$ cat config.mk
export PLATFORM = sky130hd
export DESIGN_NAME = clksrc_ctrl
export DESIGN_NICKNAME = d
export VERILOG_FILES = /design/src/rtl/clksrc_pkg.sv /design/src/rtl/clksrc_masked_reg.sv /design/src/rtl/clksrc_fail_reg.sv /design/src/rtl/clksrc_pll_reg.sv /design/src/rtl/clksrc_ctrl.sv
export SDC_FILE = /design/constraint.sdc
export NUM_CORES = 1
export LEC_CHECK = 0
export ABC_AREA = 1
export CAP_MARGIN = 10
export CORE_MARGIN = 1
export CORE_UTILIZATION = 59
export DETAILED_ROUTE_END_ITERATION = 7
export DONT_BUFFER_PORTS = 1
export GPL_TIMING_DRIVEN = 0
export PLACE_DENSITY = 0.78
export SLEW_MARGIN = 15
export SYNTH_ARGS = -nofsm -noshare
export SYNTH_HDL_FRONTEND = slang
export SYNTH_SLANG_ARGS = --single-unit
$ cat constraint.sdc
create_clock -name clk -period 1.17 [get_ports clk]
set_input_delay 0.234 -clock clk [delete_from_list [all_inputs] [get_ports clk]]
set_output_delay 0.234 -clock clk [all_outputs]
set_load 0.03 [all_outputs]
$ cat src/rtl/clksrc_pkg.sv
`timescale 1ns/1ps
package clksrc_pkg;
    localparam int ADDR_W = 3;
    localparam int DATA_W = 8;
    localparam int FAC_W  = 5;
    localparam int SRC_W  = 2;

    localparam logic [ADDR_W-1:0] OFF_CTRL = 3'd0;
    localparam logic [ADDR_W-1:0] OFF_STAT = 3'd1;
    localparam logic [ADDR_W-1:0] OFF_XOSC = 3'd2;
    localparam logic [ADDR_W-1:0] OFF_FAIL = 3'd3;
    localparam logic [ADDR_W-1:0] OFF_RCAL = 3'd4;
    localparam logic [ADDR_W-1:0] OFF_PLL  = 3'd5;
    localparam logic [ADDR_W-1:0] OFF_DFLL = 3'd6;

    localparam logic [DATA_W-1:0] CTRL_MASK  = 8'h1F;
    localparam logic [DATA_W-1:0] READY_BITS = 8'h30;
    localparam logic [DATA_W-1:0] XOSC_MASK  = 8'hEF;
    localparam logic [DATA_W-1:0] RCAL_MASK  = 8'hFF;
    localparam logic [DATA_W-1:0] DFLL_MASK  = 8'h03;

    typedef enum logic [0:0] {
        FD_DISARMED = 1'b0,
        FD_ARMED    = 1'b1
    } fd_state_e;

    typedef enum logic [SRC_W-1:0] {
        PSRC_RC_LOW  = 2'd0,
        PSRC_BAD     = 2'd1,
        PSRC_RC_HIGH = 2'd2,
        PSRC_EXT     = 2'd3
    } pll_src_e;
endpackage

$ cat src/rtl/clksrc_masked_reg.sv
`timescale 1ns/1ps
module clksrc_masked_reg #(
    parameter int DATA_W = 8,
    parameter logic [DATA_W-1:0] MASK = '1
) (
    input  logic              clk,
    input  logic              rst_n,
    input  logic              wr_hit,
    input  logic [DATA_W-1:0] wdata,
    output logic [DATA_W-1:0] value
);
    logic [DATA_W-1:0] value_q;

    always_ff @(posedge clk or negedge rst_n) begin
        if (!rst_n)
            value_q <= '0;
        else if (wr_hit)
            value_q <= wdata & MASK;
    end

    assign value = value_q;
endmodule

$ cat src/rtl/clksrc_fail_reg.sv
`timescale 1ns/1ps
module clksrc_fail_reg
    import clksrc_pkg::*;
(
    input  logic clk,
    input  logic rst_n,
    input  logic wr_hit,
    input  logic wr_enable_bit,
    input  logic wr_clear_bit,
    input  logic prot_open,
    input  logic fail_event,
    output logic fd_en,
    output logic fail_flag
);
    fd_state_e state_q, state_n;
    logic      flag_q;

    // state register
    always_ff @(posedge clk or negedge rst_n) begin
        if (!rst_n)
            state_q <= FD_DISARMED;
        else
            state_q <= state_n;
    end

    // transitions: ARM only; ARMED is left only by reset
    always_comb begin
        state_n = state_q;
        unique case (state_q)
            FD_DISARMED:
                if (wr_hit && wr_enable_bit && prot_open)
                    state_n = FD_ARMED;
            FD_ARMED:
                state_n = FD_ARMED;
        endcase
    end

    // outputs
    always_comb begin
        fd_en = 1'b0;
        unique case (state_q)
            FD_DISARMED: fd_en = 1'b0;
            FD_ARMED:    fd_en = 1'b1;
        endcase
    end

    // failure flag: event has priority over a write-one clear
    always_ff @(posedge clk or negedge rst_n) begin
        if (!rst_n)
            flag_q <= 1'b0;
        else if (fail_event)
            flag_q <= 1'b1;
        else if (wr_hit && wr_clear_bit)
            flag_q <= 1'b0;
    end

    assign fail_flag = flag_q;
endmodule

$ cat src/rtl/clksrc_pll_reg.sv
`timescale 1ns/1ps
module clksrc_pll_reg
    import clksrc_pkg::*;
(
    input  logic             clk,
    input  logic             rst_n,
    input  logic             wr_hit,
    input  logic [SRC_W-1:0] wr_src,
    input  logic [FAC_W-1:0] wr_fac,
    output logic [SRC_W-1:0] src,
    output logic [FAC_W-1:0] fac,
    output logic             err
);
    pll_src_e         src_q, src_n;
    logic [FAC_W-1:0] fac_q;
    logic             err_q, reject;

    // state register for source, plus factor and error pulse
    always_ff @(posedge clk or negedge rst_n) begin
        if (!rst_n) begin
            src_q <= PSRC_RC_LOW;
            fac_q <= '0;
            err_q <= 1'b0;
        end else begin
            src_q <= src_n;
            err_q <= reject;
            if (wr_hit)
                fac_q <= wr_fac;
        end
    end

    // SELECT / REJECT transitions
    always_comb begin
        src_n  = src_q;
        reject = 1'b0;
        if (wr_hit) begin
            unique case (wr_src)
                2'd0: src_n = PSRC_RC_LOW;
                2'd1: reject = 1'b1;
                2'd2: src_n = PSRC_RC_HIGH;
                2'd3: src_n = PSRC_EXT;
            endcase
        end
    end

    assign src = src_q;
    assign fac = fac_q;
    assign err = err_q;
endmodule

$ cat src/rtl/clksrc_ctrl.sv
`timescale 1ns/1ps
module clksrc_ctrl
    import clksrc_pkg::*;
(
    input  logic              clk,
    input  logic              rst_n,
    input  logic              wr_en,
    input  logic [ADDR_W-1:0] addr,
    input  logic [DATA_W-1:0] wdata,
    input  logic              prot_open,
    input  logic              fail_event,
    output logic [DATA_W-1:0] rdata,
    output logic [SRC_W-1:0]  pll_src,
    output logic [FAC_W-1:0]  pll_fac,
    output logic              src_err
);
    localparam int NPLAIN = 3;
    localparam logic [ADDR_W-1:0] PLAIN_OFF  [NPLAIN] = '{OFF_XOSC, OFF_RCAL, OFF_DFLL};
    localparam logic [DATA_W-1:0] PLAIN_MASK [NPLAIN] = '{XOSC_MASK, RCAL_MASK, DFLL_MASK};

    logic [DATA_W-1:0] plain_q [NPLAIN];
    logic [DATA_W-1:0] ctrl_q, stat_q;
    logic              fd_en, fail_flag;

    genvar gi;
    generate
        for (gi = 0; gi < NPLAIN; gi++) begin : g_plain
            clksrc_masked_reg #(.DATA_W(DATA_W), .MASK(PLAIN_MASK[gi])) u_reg (
                .clk    (clk),
                .rst_n  (rst_n),
                .wr_hit (wr_en && addr == PLAIN_OFF[gi]),
                .wdata  (wdata),
                .value  (plain_q[gi])
            );
        end
    endgenerate

    // control write mirrors into status; status offset itself is not writable
    always_ff @(posedge clk or negedge rst_n) begin
        if (!rst_n) begin
            ctrl_q <= '0;
            stat_q <= '0;
        end else if (wr_en && addr == OFF_CTRL) begin
            ctrl_q <= wdata & CTRL_MASK;
            stat_q <= wdata & CTRL_MASK;
        end
    end

    clksrc_fail_reg u_fail (
        .clk           (clk),
        .rst_n         (rst_n),
        .wr_hit        (wr_en && addr == OFF_FAIL),
        .wr_enable_bit (wdata[0]),
        .wr_clear_bit  (wdata[1]),
        .prot_open     (prot_open),
        .fail_event    (fail_event),
        .fd_en         (fd_en),
        .fail_flag     (fail_flag)
    );

    clksrc_pll_reg u_pll (
        .clk    (clk),
        .rst_n  (rst_n),
        .wr_hit (wr_en && addr == OFF_PLL),
        .wr_src (wdata[DATA_W-1 -: SRC_W]),
        .wr_fac (wdata[FAC_W-1:0]),
        .src    (pll_src),
        .fac    (pll_fac),
        .err    (src_err)
    );

    always_comb begin
        rdata = '0;
        unique case (addr)
            OFF_CTRL: rdata = ctrl_q | READY_BITS;
            OFF_STAT: rdata = stat_q | READY_BITS;
            OFF_XOSC: rdata = plain_q[0];
            OFF_FAIL: rdata = {{(DATA_W-2){1'b0}}, fail_flag, fd_en};
            OFF_RCAL: rdata = plain_q[1];
            OFF_PLL:  rdata = {pll_src, {(DATA_W-SRC_W-FAC_W){1'b0}}, pll_fac};
            OFF_DFLL: rdata = plain_q[2];
            default:  rdata = '0;
        endcase
    end
endmodule

After elaboration in Yosys (flattened, before gate mapping)
Index checks and enable logic that the tools add are counted.

storage, ports and cells
  bits in registers = 31
  output and inout bits = 16
  word-level logic and storage cells = 43

cells by class
  equality and inequality tests = 9
  mux-type cells = 9
  bitwise logic cells = 1
  reductions and logical operators = 15

operators by type and width
  kind                                                 count
  case mux 8 bit (6 select lines)                      1
  equality test 3 bit, second input constant           3
  logical AND 1 bit                                    9
  equality test 3 x 2 -> 1 bit, second input constant  2
  case mux 2 bit (3 select lines)                      1
  2-to-1 mux 1 bit                                     5
  equality test 2 bit, second input constant           2
  case mux 1 bit (2 select lines)                      2
  equality test 3 x 1 -> 1 bit, second input constant  1
  zero test 3 bit                                      1
  nonzero test 3 bit                                   1
  equality test 2 x 1 -> 1 bit, second input constant  1
  zero test 2 bit                                      1
  AND reduction 2 bit                                  1
  nonzero test 2 bit                                   1
  OR reduction 2 bit                                   1
  inverter 1 bit                                       1

Longest topological paths before layout
Gate-level depths: netlist of run 1.

  depth in word-level cells = 6
  gate-level depth with buffers = 8

Cells and area by module
Synthesis of run 1 repeated with hierarchy kept, for this count alone.

unflattened totals
  cell total of the unflattened synthesis = 223
  area, all modules = 1666.6 um2

by module, submodules not included
  module                                times used  cells an instance  area each (um2)  seq. area each (um2)
  clksrc_ctrl                           1           98                 555.5            100.1
  clksrc_pll_reg                        1           34                 322.8            200.2
  clksrc_masked_reg (g_plain[1].u_reg)  1           34                 305.3            200.2
  clksrc_masked_reg (g_plain[0].u_reg)  1           32                 280.3            175.2
  clksrc_masked_reg (g_plain[2].u_reg)  1           16                 125.1            50.0
  clksrc_fail_reg                       1           9                  77.6             50.0

Least setup slack after synthesis of run 1
No wires, ideal clock.

  kind = register to output
  from = reg u_pll.fac_q[4], in the netlist u_pll.fac[4]
  to = out rdata[4]
  arrival time = 1114 ps
  path slack = -178 ps
  cell stages (with the launch flop) = 3
  buffers on the path = 0
  path through = dfrtp_1 inv_1 o211ai_1

between the ends
  longest elaborated chain between the ends = 1

ends and longest elaborated chain
  what                             line                  source
  from (decl)                      clksrc_pll_reg.sv:15  logic [FAC_W-1:0] fac_q;
  from (signal assigned)           clksrc_pll_reg.sv:28  fac_q <= wr_fac;
  case mux 8 bit (6 select lines)  clksrc_ctrl.sv:74     unique case (addr)
  to (decl)                        clksrc_ctrl.sv:12     output logic [DATA_W-1:0] rdata,

No other way between the ends.

Worst setup path after layout of run 1
Ends and elaborated chain as after synthesis.

==> results of run 1 <==
registers in the layout (all words and copies together) (netlist names):
signal / count
stat_q: 4
u_pll.err: 1
u_fail.state_q: 1
g_plain.u_reg.value: 17
u_pll.src: 2
u_pll.fac: 5
u_fail.fail_flag: 1
placed cells by master, fill, tap and decap left out, drive strengths merged:
cell         Yosys  final
clkinv           0      1
o21ai           18     18
nor2            11     11
dfrtp           31     31
inv             19     19
nand2           77     77
nand3           17     17
buf              6     10
nand4            7      7
a21oi            3      3
o211ai           1      1
clkbuf           0      7
nor3             2      2
dlygate4sd3      0      6
final timing paths:
| kind | startpoint | end | slack, ps | cells after the start |
|---|---|---|---|---|
| min in group asynchronous | rst_n | g_plain[2].u_reg.value[0]$_DFFE_PN0P_ | 330 | 2 |
| worst min-delay path | wdata[7] | u_pll.src[1]$_DFFE_PN0P_ | 8 | 2 |
| worst max-delay path | u_pll.fac[4]$_DFFE_PN0P_ | rdata[4] | -450 | 2 |
| worst max register to register | u_pll.src[0]$_DFFE_PN0P_ | u_pll.src[0]$_DFFE_PN0P_ | 370 | 2 |
| max in group asynchronous | rst_n | u_pll.fac[2]$_DFFE_PN0P_ | 650 | 2 |
| worst min register to register | u_fail.state_q$_DFF_PN0_ | u_fail.state_q$_DFF_PN0_ | 480 | 2 |
per-stage QoR:
stage	cell area [µm²]	utilization, %	power [µW]	cells
after floorplan	1570	-	1840	192
after global placement	1610	65.6	1900	222
after detailed placement	1610	65.6	1930	222
after CTS	1780	72.4	2590	236
after global routing	1850	75.2	2770	240
final	1850	75.2	2630	240
report_power, final:
part,switching [µW],internal [µW]
combinational,343,198
sequential,221,1260
clock,370,234
repair_timing:
item	4_1_cts	5_1_grt
endpoints found under the setup margin	8	8
gates resized for setup	17	9
pin swaps	17	4
hold buffers	4	3
hold endpoints to repair	33	3
setup buffers	2	1
layout make-up:
cell class,count,area share (%)
Sequential cell,31,42.5
Multi-Input combinational cell,136,39.9
Timing Repair Buffer,10,5.56
Inverter,19,4.27
Buffer,6,3.05
Clock buffer,7,2.44
Tap cell,30,2.03
Clock inverter,1,0.271
worst max-delay path: stages (launching register included):
cell,delay [ps]
dfrtp_2,470
inv_2,50
o211ai_1,530
cells by family (layout without fill, tap and decap cells):
kind of cell,count (synthesis),in the layout,synth area share (%)
buf+inv,25,43,7.50
compound gates,22,22,8.65
simple gates,114,114,32.8
flops,31,31,51.1
routing by layer:
metal	global-route usage [%]	routed length [µm]
met1	36.0	1550
met5	0	0
met2	43.7	1730
met3	11.9	222
met4	14.9	70
==> reports/results.ini, run 1 <==
[logic_synthesis]
synth_top_area_cell=dfrtp_1
ys.flop_type=dfrtp_1
synth_edf_count=0
ys_seq_area_share_pct=51.1
yosysUniqueCellTypes=18
syn-num-nets=208
syn_area_mm2=0.00152
yosysWarnings=0
ys_seq_elements=31
synthTopCellsByCount=75 x nand2_1, 31 x dfrtp_1, 17 x inv_1, 17 x nand3_1, 13 x o21ai_0
async_reset_ff_share_pct=100
synthTopCellsByArea=dfrtp_1 51%, nand2_1 19%, nand3_1 5.6%
postSynthAreaPerCell_um2=7.91
netlist_instances=192
yosysMostFrequentCell=nand2_1
synth_top_area_share_pct=51.1

[run_status]
status=finished with violations
failed_checks=setup timing

[sta]
hold_viol_final=0
min_period_over_period_pct=138
min_period_ps=1620
setup_viol=8
setup_tns_ps=-1690
fin_ws_ps=-450
max_freq_mhz=617
clock_skew_ps=0
worst_hold_slack_ps=8.24
slew_headroom_pct=56.6
worst_pin_slew_ps=649
finalMaxSlewViolations=0
rsz0062_at_grt=yes

[place]
dp_slack_ps=-211
finalWeightedCongestion=0.811
dpl.hpwl_um=2390
portBuffers=0

[global_route]
grt_use_total_pct=29.2
grt_max_degree=32
grt_overflow_total=0
grt_first_pass_wirelength_um=5530
grt_pass1_vias=1250
antenna_found_initial=0

[finish]
nets=225
regArea_um2=785
areaGrowthSynthToFinish_pct=21.5
final_layout_size_suffix_gt1_share_pct=27.1
multi_input_area_um2=736
n_antenna_cell=0
fill_cells=179

[floorplanning]
io_pins=32
die_w_um=52.7
core_mm2=0.00245
fp.dieH_um=52.7
die_area_mm2=0.00278
start_util_pct=61.9
num_rows=18

[routing]
initialDrtViolationCount=46
wirelength_um=3570
dr.pass1.iters=4
viasPerCell=5.68
wl_per_cell_um=14.9
vias=1362
drtAntennaViolNets=0
route.detailed.drc=0

[setup_path]
worstSetupPathType=flip-flop to primary output
crit_fanout=2
cp-end-kind=primary output
critical_path_arrival_ps=1390
worstPathRequired_ps=940
start_kind=flip-flop

[power]
irDropWorstVdd_uv=1410
power_density_mw_per_mm2=1420
power.leakage_uw=0.000938

[clocking]
clk_latency_ps=330
cts.htree.levels=2
cts.clk_slew.worst_paths_ps=100
numCtsBuffers=5
cts_root_buf=clkbuf_4
cts_num_sinks=31
cts_tree=done
clk_path_buf_depth=2

[run]
maxCapViolations=0

[worst_hold_path]
hp-class=input port to flip-flop

(Power assumes the default switching activity.)
==> run 2, diff against run 1 <==
--- a/config.mk
+++ b/config.mk
@@ -7,12 +7,14 @@
 export LEC_CHECK = 0
 export ABC_AREA = 1
 export CAP_MARGIN = 10
+export CORE_ASPECT_RATIO = 0.5
 export CORE_MARGIN = 1
-export CORE_UTILIZATION = 59
+export CORE_UTILIZATION = 55
 export DETAILED_ROUTE_END_ITERATION = 7
 export DONT_BUFFER_PORTS = 1
 export GPL_TIMING_DRIVEN = 0
-export PLACE_DENSITY = 0.78
+export PLACE_DENSITY = 0.76
+export SETUP_SLACK_MARGIN = 0.2
 export SLEW_MARGIN = 15
 export SYNTH_ARGS = -nofsm -noshare
 export SYNTH_HDL_FRONTEND = slang
==> constraint.sdc (replaced) <==
create_clock -name clk -period 1.4 [get_ports clk]
set_input_delay 0.28 -clock clk [delete_from_list [all_inputs] [get_ports clk]]
set_output_delay 0.28 -clock clk [all_outputs]
set_load 0.03 [all_outputs]
==> run 2 against run 1 <==
Net effect:
- the flow still finishes with violations (setup timing)
- count of clock-buffer cells in the layout is 1 higher
- sequential share of layout area fell by 2.7 points
- cell area increased by 6.7%
- via count is 0.51% lower
- worst setup slack gained 240 ps
==> reports/results.ini, run 2 (synthesized netlist as in run 1, its figures left out) <==
[run_status]
status=finished with violations
failed_checks=setup timing

[setup_path]
path_cells=inv_2, o211ai_1
worstSetupPathType=flip-flop to primary output
max_stage_delay_ps=540
crit_fanout=2
cp-end-kind=primary output
start_kind=flip-flop
critical_path_arrival_ps=1330
worst_path_max_delay_cell=o211ai_1
reg2reg_slack_ps=510
rr_worst_depth=3
worstReg2RegEnd=u_pll.fac[4]$_DFFE_PN0P_
crit_family=compound AO/OA/AOI/OAI gates
r2r_start=u_pll.fac[4]$_DFFE_PN0P_
worstPathRequired_ps=1120
crit_buf_inv=1

[finish]
finalInstanceArea_mm2=0.00197
final_layout_size_suffix_gt1_share_pct=32.7
regArea_um2=785
post-route-util_pct=75.7
areaGrowthSynthToFinish_pct=29.7
final_common_cell=nand2_1
largest_register_ffs=17
fill_cells=195
multi_input_area_um2=773
n_antenna_cell=0
nets=226
final_cell_mix=61 x nand2_1, 24 x dfrtp_1, 13 x inv_1, 13 x o21ai_0, 12 x nand3_1

[sta]
hold_viol_final=0
slew_headroom_pct=56.1
clock_skew_ps=0
fin_ws_ps=-209
rsz0062_at_grt=yes
min_period_over_period_pct=115
finalMaxSlewViolations=0
worst_pin_slew_ps=656
min_period_ps=1610
max_freq_mhz=622
setup_viol=3

[routing]
drtAntennaViolNets=0
route.detailed.drc=0
viasPerCell=5.46
wl_per_cell_um=15.6
vias=1355
dr.pass1.iters=4
initialDrtViolationCount=110
wirelength_um=3860

[clocking]
cts.htree.levels=2
cts_tree=done
cts_num_sinks=31
clk_latency_ps=270
numCtsBuffers=5
cts.clk_slew.worst_paths_ps=60
clk_path_buf_depth=2
cts_root_buf=clkbuf_8

[floorplanning]
die_w_um=76.3
die_area_mm2=0.00299
core_mm2=0.00260
num_rows=13
io_pins=32
start_util_pct=58.4
fp.dieH_um=39.2

[place]
finalWeightedCongestion=0.816
dpl.hpwl_um=2550
placed_area_mm2=0.00167
portBuffers=0

[worst_hold_path]
min_path_cells=1
hp-class=input port to flip-flop
holdPathEnd=u_pll.err$_DFF_PN0_
hold_start=wdata[7]

[power]
power_density_mw_per_mm2=1270
irDropWorstVdd_uv=728
power.leakage_uw=0.00103

[global_route]
antenna_found_initial=0
grt_pass1_vias=1128
grt_first_pass_wirelength_um=5620
grt_use_total_pct=26.4
grt_max_degree=32
grt_overflow_total=0

[run]
maxCapViolations=0

## run 2: cell types whose count changed in the layout (fill, tap and decap cells not counted), sizes merged
cell         before  now
buf              10   16
clkbuf            7    8
dlygate4sd3       6    1
inv              19   18
## run 2: how the worst max path moves through the flow
| stage | from | to | cells after the start |
|---|---|---|---|
| floorplan | addr[1] | rdata[4] | 4 |
| CTS | u_pll.fac[4]$_DFFE_PN0P_ | rdata[4] | 2 |
| global placement | addr[0] | rdata[0] | 4 |
| finish | u_pll.fac[4]$_DFFE_PN0P_ | rdata[4] | 2 |
| global route | u_pll.fac[4]$_DFFE_PN0P_ | rdata[4] | 2 |
| detailed placement | addr[1] | rdata[0] | 6 |
## run 2: metal layers
| layer | vias up | global-route usage, % | part of all wire [%] |
|---|---|---|---|
| li1 | 650 | - | - |
| met4 | 0 | 9.13 | 1.2 |
| met5 | - | 0 | 0 |
| met3 | 7 | 9.41 | 9.7 |
| met2 | 53 | 39.2 | 42 |
| met1 | 645 | 35.9 | 47 |
## run 2: cell type report
type | count | share of cell area (%)
sequential | 31 | 39.8
multi-input combinational | 136 | 39.3
buffer | 6 | 3.49
timing repair buffer | 11 | 5.72
inverter | 19 | 4.26
tap | 37 | 2.35
clock buffer | 8 | 5.08
## run 2: where the power goes
group          switching, µW  leakage [µW]  internal [µW]
Sequential               200      0.000375           1060
Combinational            299      0.000605            184
Clock                    322     0.0000515            448
Total                    820       0.00103           1690
## run 2: through the flow
step | setup TNS (ps) | hold WS, ps | cells | setup slack, ps | power, µW
floorplan | 0 | -15.6 | 192 | 67.5 | 1550
global placement | -412 | -15.1 | 229 | -68.2 | 1610
detailed placement | -228 | -15.1 | 229 | -56.2 | 1630
CTS | -365 | 58.1 | 246 | -235 | 2480
global route | -462 | 52.3 | 248 | -262 | 2640
finish | -322 | 64.7 | 248 | -209 | 2510
## run 2: timing repair
action                                 in CTS  in global routing
hold buffers                                2                  0
resized for setup                          22                 15
buffers inserted                            7                  2
endpoints found under the hold margin      31                  0
pin swaps                                  14                  8
setup endpoints to repair                   8                  9
